--- src/rtl/stp_gate_pkg.sv ---
package stp_gate_pkg;

  typedef struct packed {
    logic tx_en;
    logic rx_en;
    logic learn_dis;
  } port_ctl_t;

  localparam port_ctl_t CTL_DISCARD = '{tx_en: 1'b0, rx_en: 1'b0, learn_dis: 1'b1};
  localparam port_ctl_t CTL_FORWARD = '{tx_en: 1'b1, rx_en: 1'b1, learn_dis: 1'b0};

  // Decide whether one requested egress port may receive the frame.
  function automatic logic egress_allowed(port_ctl_t src_ctl, port_ctl_t dst_ctl,
                                          logic src_is_host, logic dst_is_host,
                                          logic override);
    logic normal_path, from_host, to_host;
    normal_path = src_ctl.rx_en & dst_ctl.tx_en;
    from_host   = src_is_host & ~dst_ctl.learn_dis;
    to_host     = dst_is_host & (~src_ctl.learn_dis | override);
    return normal_path | from_host | to_host;
  endfunction

  // A source address may be learned when learning is enabled on ingress.
  function automatic logic learn_allowed(port_ctl_t src_ctl);
    return ~src_ctl.learn_dis;
  endfunction

endpackage

--- src/rtl/stp_cfg_bank.sv ---
module stp_cfg_bank
  import stp_gate_pkg::*;
#(
  parameter int NUM_PORTS = 5,
  parameter int PORT_W    = 3,
  parameter int HOST_PORT = 4
) (
  input  logic                            clk,
  input  logic                            rst_n,
  input  logic                            cfg_we,
  input  logic [PORT_W-1:0]               cfg_port,
  input  logic                            cfg_tx_en,
  input  logic                            cfg_rx_en,
  input  logic                            cfg_learn_dis,
  output port_ctl_t [NUM_PORTS-1:0]       ctl_q,
  output logic                            flush_edge,
  output logic [PORT_W-1:0]               flush_edge_port
);

  logic [NUM_PORTS-1:0] sel;
  logic [NUM_PORTS-1:0] ld_rise;

  for (genvar p = 0; p < NUM_PORTS; p++) begin : g_port
    localparam port_ctl_t RST_CTL = (p == HOST_PORT) ? CTL_FORWARD : CTL_DISCARD;

    assign sel[p]     = cfg_we && (cfg_port == PORT_W'(p));
    assign ld_rise[p] = sel[p] && cfg_learn_dis && !ctl_q[p].learn_dis;

    always_ff @(posedge clk) begin
      if (!rst_n) begin
        ctl_q[p] <= RST_CTL;
      end else if (sel[p]) begin
        ctl_q[p] <= '{tx_en: cfg_tx_en, rx_en: cfg_rx_en, learn_dis: cfg_learn_dis};
      end
    end
  end

  assign flush_edge      = |ld_rise;
  assign flush_edge_port = cfg_port;

endmodule

--- src/rtl/stp_egress_filter.sv ---
module stp_egress_filter
  import stp_gate_pkg::*;
#(
  parameter int NUM_PORTS = 5,
  parameter int PORT_W    = 3,
  parameter int HOST_PORT = 4
) (
  input  port_ctl_t [NUM_PORTS-1:0] ctl_q,
  input  logic                      frm_valid,
  input  logic [PORT_W-1:0]         frm_src,
  input  logic [NUM_PORTS-1:0]      frm_dst_mask,
  input  logic                      frm_override,
  output logic [NUM_PORTS-1:0]      keep_mask,
  output logic                      learn_permit
);

  port_ctl_t src_ctl;
  logic      src_is_host;

  always_comb begin
    src_ctl = CTL_DISCARD;
    for (int p = 0; p < NUM_PORTS; p++) begin
      if (frm_src == PORT_W'(p)) src_ctl = ctl_q[p];
    end
  end

  assign src_is_host = (frm_src == PORT_W'(HOST_PORT));

  for (genvar e = 0; e < NUM_PORTS; e++) begin : g_egress
    localparam logic IS_HOST = (e == HOST_PORT);
    assign keep_mask[e] = frm_valid && frm_dst_mask[e] &&
                          egress_allowed(src_ctl, ctl_q[e], src_is_host, IS_HOST, frm_override);
  end

  assign learn_permit = frm_valid && learn_allowed(src_ctl);

endmodule

--- src/rtl/stp_port_gate.sv ---
module stp_port_gate
  import stp_gate_pkg::*;
#(
  parameter int NUM_PORTS = 5,
  parameter int HOST_PORT = 4,
  parameter int PORT_W    = $clog2(NUM_PORTS)
) (
  input  logic                 clk,
  input  logic                 rst_n,
  input  logic                 cfg_we,
  input  logic [PORT_W-1:0]    cfg_port,
  input  logic                 cfg_tx_en,
  input  logic                 cfg_rx_en,
  input  logic                 cfg_learn_dis,
  input  logic                 frm_valid,
  input  logic [PORT_W-1:0]    frm_src,
  input  logic [NUM_PORTS-1:0] frm_dst_mask,
  input  logic                 frm_override,
  output logic                 out_valid,
  output logic [NUM_PORTS-1:0] out_dst_mask,
  output logic                 out_learn_ok,
  output logic                 flush_req,
  output logic [PORT_W-1:0]    flush_port
);

  port_ctl_t [NUM_PORTS-1:0] ctl_q;
  logic                      flush_edge;
  logic [PORT_W-1:0]         flush_edge_port;
  logic [NUM_PORTS-1:0]      keep_mask;
  logic                      learn_permit;

  stp_cfg_bank #(.NUM_PORTS(NUM_PORTS), .PORT_W(PORT_W), .HOST_PORT(HOST_PORT)) cfg_i (
    .clk, .rst_n, .cfg_we, .cfg_port, .cfg_tx_en, .cfg_rx_en, .cfg_learn_dis,
    .ctl_q, .flush_edge, .flush_edge_port
  );

  stp_egress_filter #(.NUM_PORTS(NUM_PORTS), .PORT_W(PORT_W), .HOST_PORT(HOST_PORT)) filt_i (
    .ctl_q, .frm_valid, .frm_src, .frm_dst_mask, .frm_override, .keep_mask, .learn_permit
  );

  always_ff @(posedge clk) begin
    if (!rst_n) begin
      out_valid    <= 1'b0;
      out_dst_mask <= '0;
      out_learn_ok <= 1'b0;
      flush_req    <= 1'b0;
      flush_port   <= '0;
    end else begin
      out_valid    <= frm_valid;
      out_dst_mask <= keep_mask;
      out_learn_ok <= learn_permit;
      flush_req    <= flush_edge;
      if (flush_edge) flush_port <= flush_edge_port;
    end
  end

endmodule

--- config.mk ---
export PLATFORM = sky130hd
export DESIGN_NAME = stp_port_gate
export DESIGN_NICKNAME = d
export VERILOG_FILES = /design/src/rtl/stp_gate_pkg.sv /design/src/rtl/stp_cfg_bank.sv /design/src/rtl/stp_egress_filter.sv /design/src/rtl/stp_port_gate.sv
export SDC_FILE = /design/constraint.sdc
export NUM_CORES = 1
export LEC_CHECK = 0
export ABC_AREA = 1
export BUFFER_PORTS_ARGS = -buffer_cell sky130_fd_sc_hd__buf_2
export CORE_MARGIN = 2
export CORE_UTILIZATION = 40
export DETAILED_ROUTE_END_ITERATION = 8
export GPL_ROUTABILITY_DRIVEN = 0
export GPL_TIMING_DRIVEN = 0
export SYNTH_ARGS = -nofsm -noshare
export SYNTH_HDL_FRONTEND = slang
export SYNTH_SLANG_ARGS = --single-unit
--- constraint.sdc ---
create_clock -name clk -period 1.3 [get_ports clk]
set_input_delay 0.26 -clock clk [delete_from_list [all_inputs] [get_ports clk]]
set_output_delay 0.26 -clock clk [all_outputs]
set_load 0.02 [all_outputs]
# [After elaboration in Yosys (flattened, before gate mapping)]
# Cells that the tools add are included.
[word_totals] register_bits=26 out_inout_bits=11 in_bits=19 word_cells=90
[op_classes] n_mux=5 reduce_logical=34 eq_ne=8 bitwise_logic=23
[ops] op="1-bit logical AND" n=26
[ops] op="3-bit by 2-bit == test with 1-bit output, second input constant" n=4
[ops] op="1-bit AND" n=10
[ops] op="2-bit two-way mux" n=5
[ops] op="1-bit bitwise OR" n=7
[ops] op="3-bit by 1-bit == test with 1-bit output, second input constant" n=2
[ops] op="3-bit == test, second input constant" n=2
[ops] op="3-bit logical NOT" n=2
[ops] op="1-bit NOT" n=6
[ops] op="1-bit logical NOT" n=5
[ops] op="5-bit OR reduction" n=1

# [Longest topological paths before layout]
[depth] ltp_word=10 mapped_depth=10 mapped_depth_nobuf=10

# [Modules after synthesis]
# From an unflattened synthesis, not the netlist that was laid out.
[unflattened] cells_unflattened=200 hier_area_um2=1360.1
[modules_own_cells] module="stp_cfg_bank" area_each_um2=711.9 cells_per_inst=99 instances=1
[modules_own_cells] module="stp_port_gate" area_each_um2=347.8 cells_per_inst=43 instances=1
[modules_own_cells] module="stp_egress_filter" area_each_um2=300.3 cells_per_inst=58 instances=1

# [Worst setup path after synthesis]
# OpenSTA, ideal clock, no wires.
[synth_path] kind="input -> register" start="in cfg_port[2]" end="reg flush_port[1]" path_slack_ns=0.271 setup_time_ns=0.118 stages=8 path_buffers=0 required_time_ns=1.182 t_arrival_ns=0.911 cell_sequence="inv_1 > nand2_4 > nor2_4 > nand2_2 > o21ai_2 > nor2_4 > nand2_1 > a21oi_1"
[synth_via] elab_chain_len=5
[synth_rtl] item="start, declared" line_no="stp_port_gate.sv:11" rtl="input logic [PORT_W-1:0] cfg_port,"
[synth_rtl] item="3-bit by 1-bit == test with 1-bit output, or another cell as far along" line_no="stp_cfg_bank.sv:26" rtl="assign sel[p] = cfg_we && (cfg_port == PORT_W'(p));"
[synth_rtl] item="1-bit logical AND" line_no="stp_cfg_bank.sv:26"
[synth_rtl] item="1-bit logical AND (2 in series)" line_no="stp_cfg_bank.sv:27" rtl="assign ld_rise[p] = sel[p] && cfg_learn_dis && !ctl_q[p].learn_dis;"
[synth_rtl] item="5-bit OR reduction *" line_no="stp_cfg_bank.sv:38" rtl="assign flush_edge = |ld_rise;"
[synth_rtl] item="end signal, assigned" line_no="stp_port_gate.sv:53" rtl="if (flush_edge) flush_port <= flush_edge_port;"
[synth_rtl] item="end, declared" line_no="stp_port_gate.sv:23" rtl="output logic [PORT_W-1:0] flush_port"
# Every way passes the cells marked *; elsewhere a longest branch is shown, timed or not.
# A chain may end at the register's enable or synchronous reset.

# [Final worst setup path]
[layout_path] start="reg flush_port[2]" end="out flush_port[2]"
# No word-level cell between the ends.

==> metrics.md <==
| Metric | Value |
|---|---|
| Status | `finished, final reports clean` |
| Hold WS | `139 ps` |
| Cell area after synthesis | `1240 µm²` |
| Cells after Synth | `170` |
| Core ar. | `3000 µm²` |
| Final instance area | `roughly 1500 µm²` |
| Clock Tree Root | `clkbuf_4` |
| Std cell rows | `20` |
| Register bit total from synthesis | `26` |
| Buffers and inverters on the worst path | `1` |
| Die W | `59.8 µm` |
| CTS Sinks | `26` |
| Power density cells | `around 1100 nW/µm²` |
| Port bufs | `28` |
| Fin crit period | `~1100 ps` |
| Worst-case clock buffer depth | `2` |
| Number of buffers created by CTS | `3` |
| Fin crit share | `85.1%` |
| HP Class | `in -> reg` |
| Synthesized area per cell | `7.32 µm²` |
| Clock skew | `1.88 ps` |
| Crit path launch type | `flop` |
| Yosys warning total | `0` |
| DRC | `0` |
| WP depth | `1` |
| CP peak stage delay | `360 ps` |
| Worst skew pair latency | `330 ps` |
| Post-synth cell types | `21` |
| CTS tree | `yes` |
| Cts hold-fix bufs | `0` |
| Starting Density | `approximately 41%` |
| Final wirelength | `2.66 mm` |
| Crit Path Category | `reg -> out` |
| Total global routing overflow | `0` |
| CP Max Fanout | `2` |
| Worst-path clk slew | `150 ps` |
| Leakage | `0.715 nW` |
| MaxCap Viol Count | `0` |
| Worst reg-to-reg path cell count | `9` |
| Final setup margin | `194 ps` |
| N_diodes | `0` |
| Critical Path AT | `850 ps` |
| RSZ-0062 raised after global routing | `false` |
| Overall die area | `about 3600 µm²` |
| Via/cell ratio | `roughly 5.0` |
| Worst rel slew slack | `72.0%` |
| Fmax | `904 MHz` |
| Most frequent cells in the layout | `nand2_1, buf_2, dfxtp_1, nor2_1, inv_1` |
| CTS resizes | `0` |
| # IOs | `30` |
| CP delay by family, top | `flip-flops` |
| Pre-antenna DRT Iters | `4` |
| Syn-to-layout area delta | `18.8%` |
| Total Neg Setup Slack | `0 ps` |
| Detailed router's first-iteration violation count | `47` |
| Critical Path RT | `around 1000 ps` |
| Fin nets | `222` |
| Setup Fix Bufs, Post-CTS | `0` |
| Tot Pwr | `1.57 mW` |
| Largest net degree at the start of global routing | `16` |
| Final HPWL DP | `2.10 mm` |
| Via count | `1173` |
| H-tree levels | `1` |
| Sequential element share of the synthesized area | `roughly two fifths` |
| Least-Margin Pin Slew | `420 ps` |
| Share of post-route cells with drive strength above 1 | `between 20% and 30%` |
| DP Area | `1430 µm²` |
| Worst path cell trace | `buf_2` |
| First-pass GRT wire length | `4.51 mm` |
| Final hold vios | `0` |
| Place WS | `26.6 ps` |
| Crit. End Element | `output pin` |
| Slew Viols, Final | `0` |
| Vert. Die Dim | `59.8 µm` |
| Vias in the first global route | `1090` |
| Avg WL per Cell | `11.3 µm` |
| Worst hold path depth | `3` |
| Initial antenna violation count | `0` |
| Commonest non-fill, non-tap cell in the layout | `nand2_1` |
| Max VDD drop | `0.360 mV` |
| Post-DRT Antenna Nets | `0` |
| Total track usage | `16.9%` |
| Syn Nets | `189` |
| CP max stage cell | `dfxtp_1` |
| Final setup violation count | `0` |
power by group:
| part | switching [mW] | total, mW | internal (mW) |
|---|---|---|---|
| combinational | 0.113 | 0.172 | 0.0595 |
| sequential | 0.00963 | 0.828 | 0.819 |
| clock | 0.259 | 0.571 | 0.312 |
area by class of cell:
cell class,instances,area [µm²]
Multi-Input combinational cell,115,614
Fill cell,321,1520
Buffer,2,8.76
Clock inverter,1,30.0
Tap cell,33,41.3
Timing Repair Buffer,28,140
Sequential cell,26,520
Inverter,27,101
Clock buffer,3,22.5
stage by stage:
| step | utilization, % | cells |
|---|---|---|
| after detailed placement | 47.5 | 231 |
| after global placement | 47.5 | 231 |
| after global routing | 49.3 | 235 |
| after CTS | 49.3 | 235 |
| final | 49.3 | 235 |
| after floorplan | - | 170 |
routing by layer:
metal | share of wire [%] | global-route usage (%) | routed length [µm] | vias up
met2 | 48 | 29.5 | 1290 | 31
li1 | - | - | - | 602
met4 | 2.0 | 6.67 | 52 | 0
met3 | 4.1 | 3.25 | 109 | 5
met5 | 0 | 0 | 0 | -
met1 | 46 | 20.3 | 1220 | 535
sequential cells by signal, indices dropped and copies added, names as in the netlist:
signal	flops
out_valid	1
cfg_i.ctl_q	15
flush_port	3
out_learn_ok	1
flush_req	1
out_dst_mask	5
logic make-up after synthesis:
logic type	synth area share, %
compound gates	12.4
flops	41.8
buf+inv	8.84
simple gates	37.0
final timing paths:
path              startpoint              end  slack, ps
max            flush_port[2]    flush_port[2]        190
min          frm_dst_mask[4]  out_dst_mask[4]        140
min reg2reg    flush_port[1]    flush_port[1]        470
max reg2reg   cfg_i.ctl_q[9]  out_dst_mask[4]        190
synthesized netlist by cell type (all sizes together):
library cell | number | area (µm²)
inv | 27 | 101
nor2 | 33 | 169
o211ai | 5 | 37.5
nand3b | 1 | 20.0
clkbuf | 1 | 3.75
nand4 | 4 | 25.0
o21bai | 1 | 7.51
buf | 1 | 5.00
a21oi | 8 | 55.1
nand2 | 39 | 166
o21ai | 10 | 53.8
dfxtp | 26 | 521
nand3 | 14 | 80.1
Note: power is estimated with default switching activity, not from simulation.
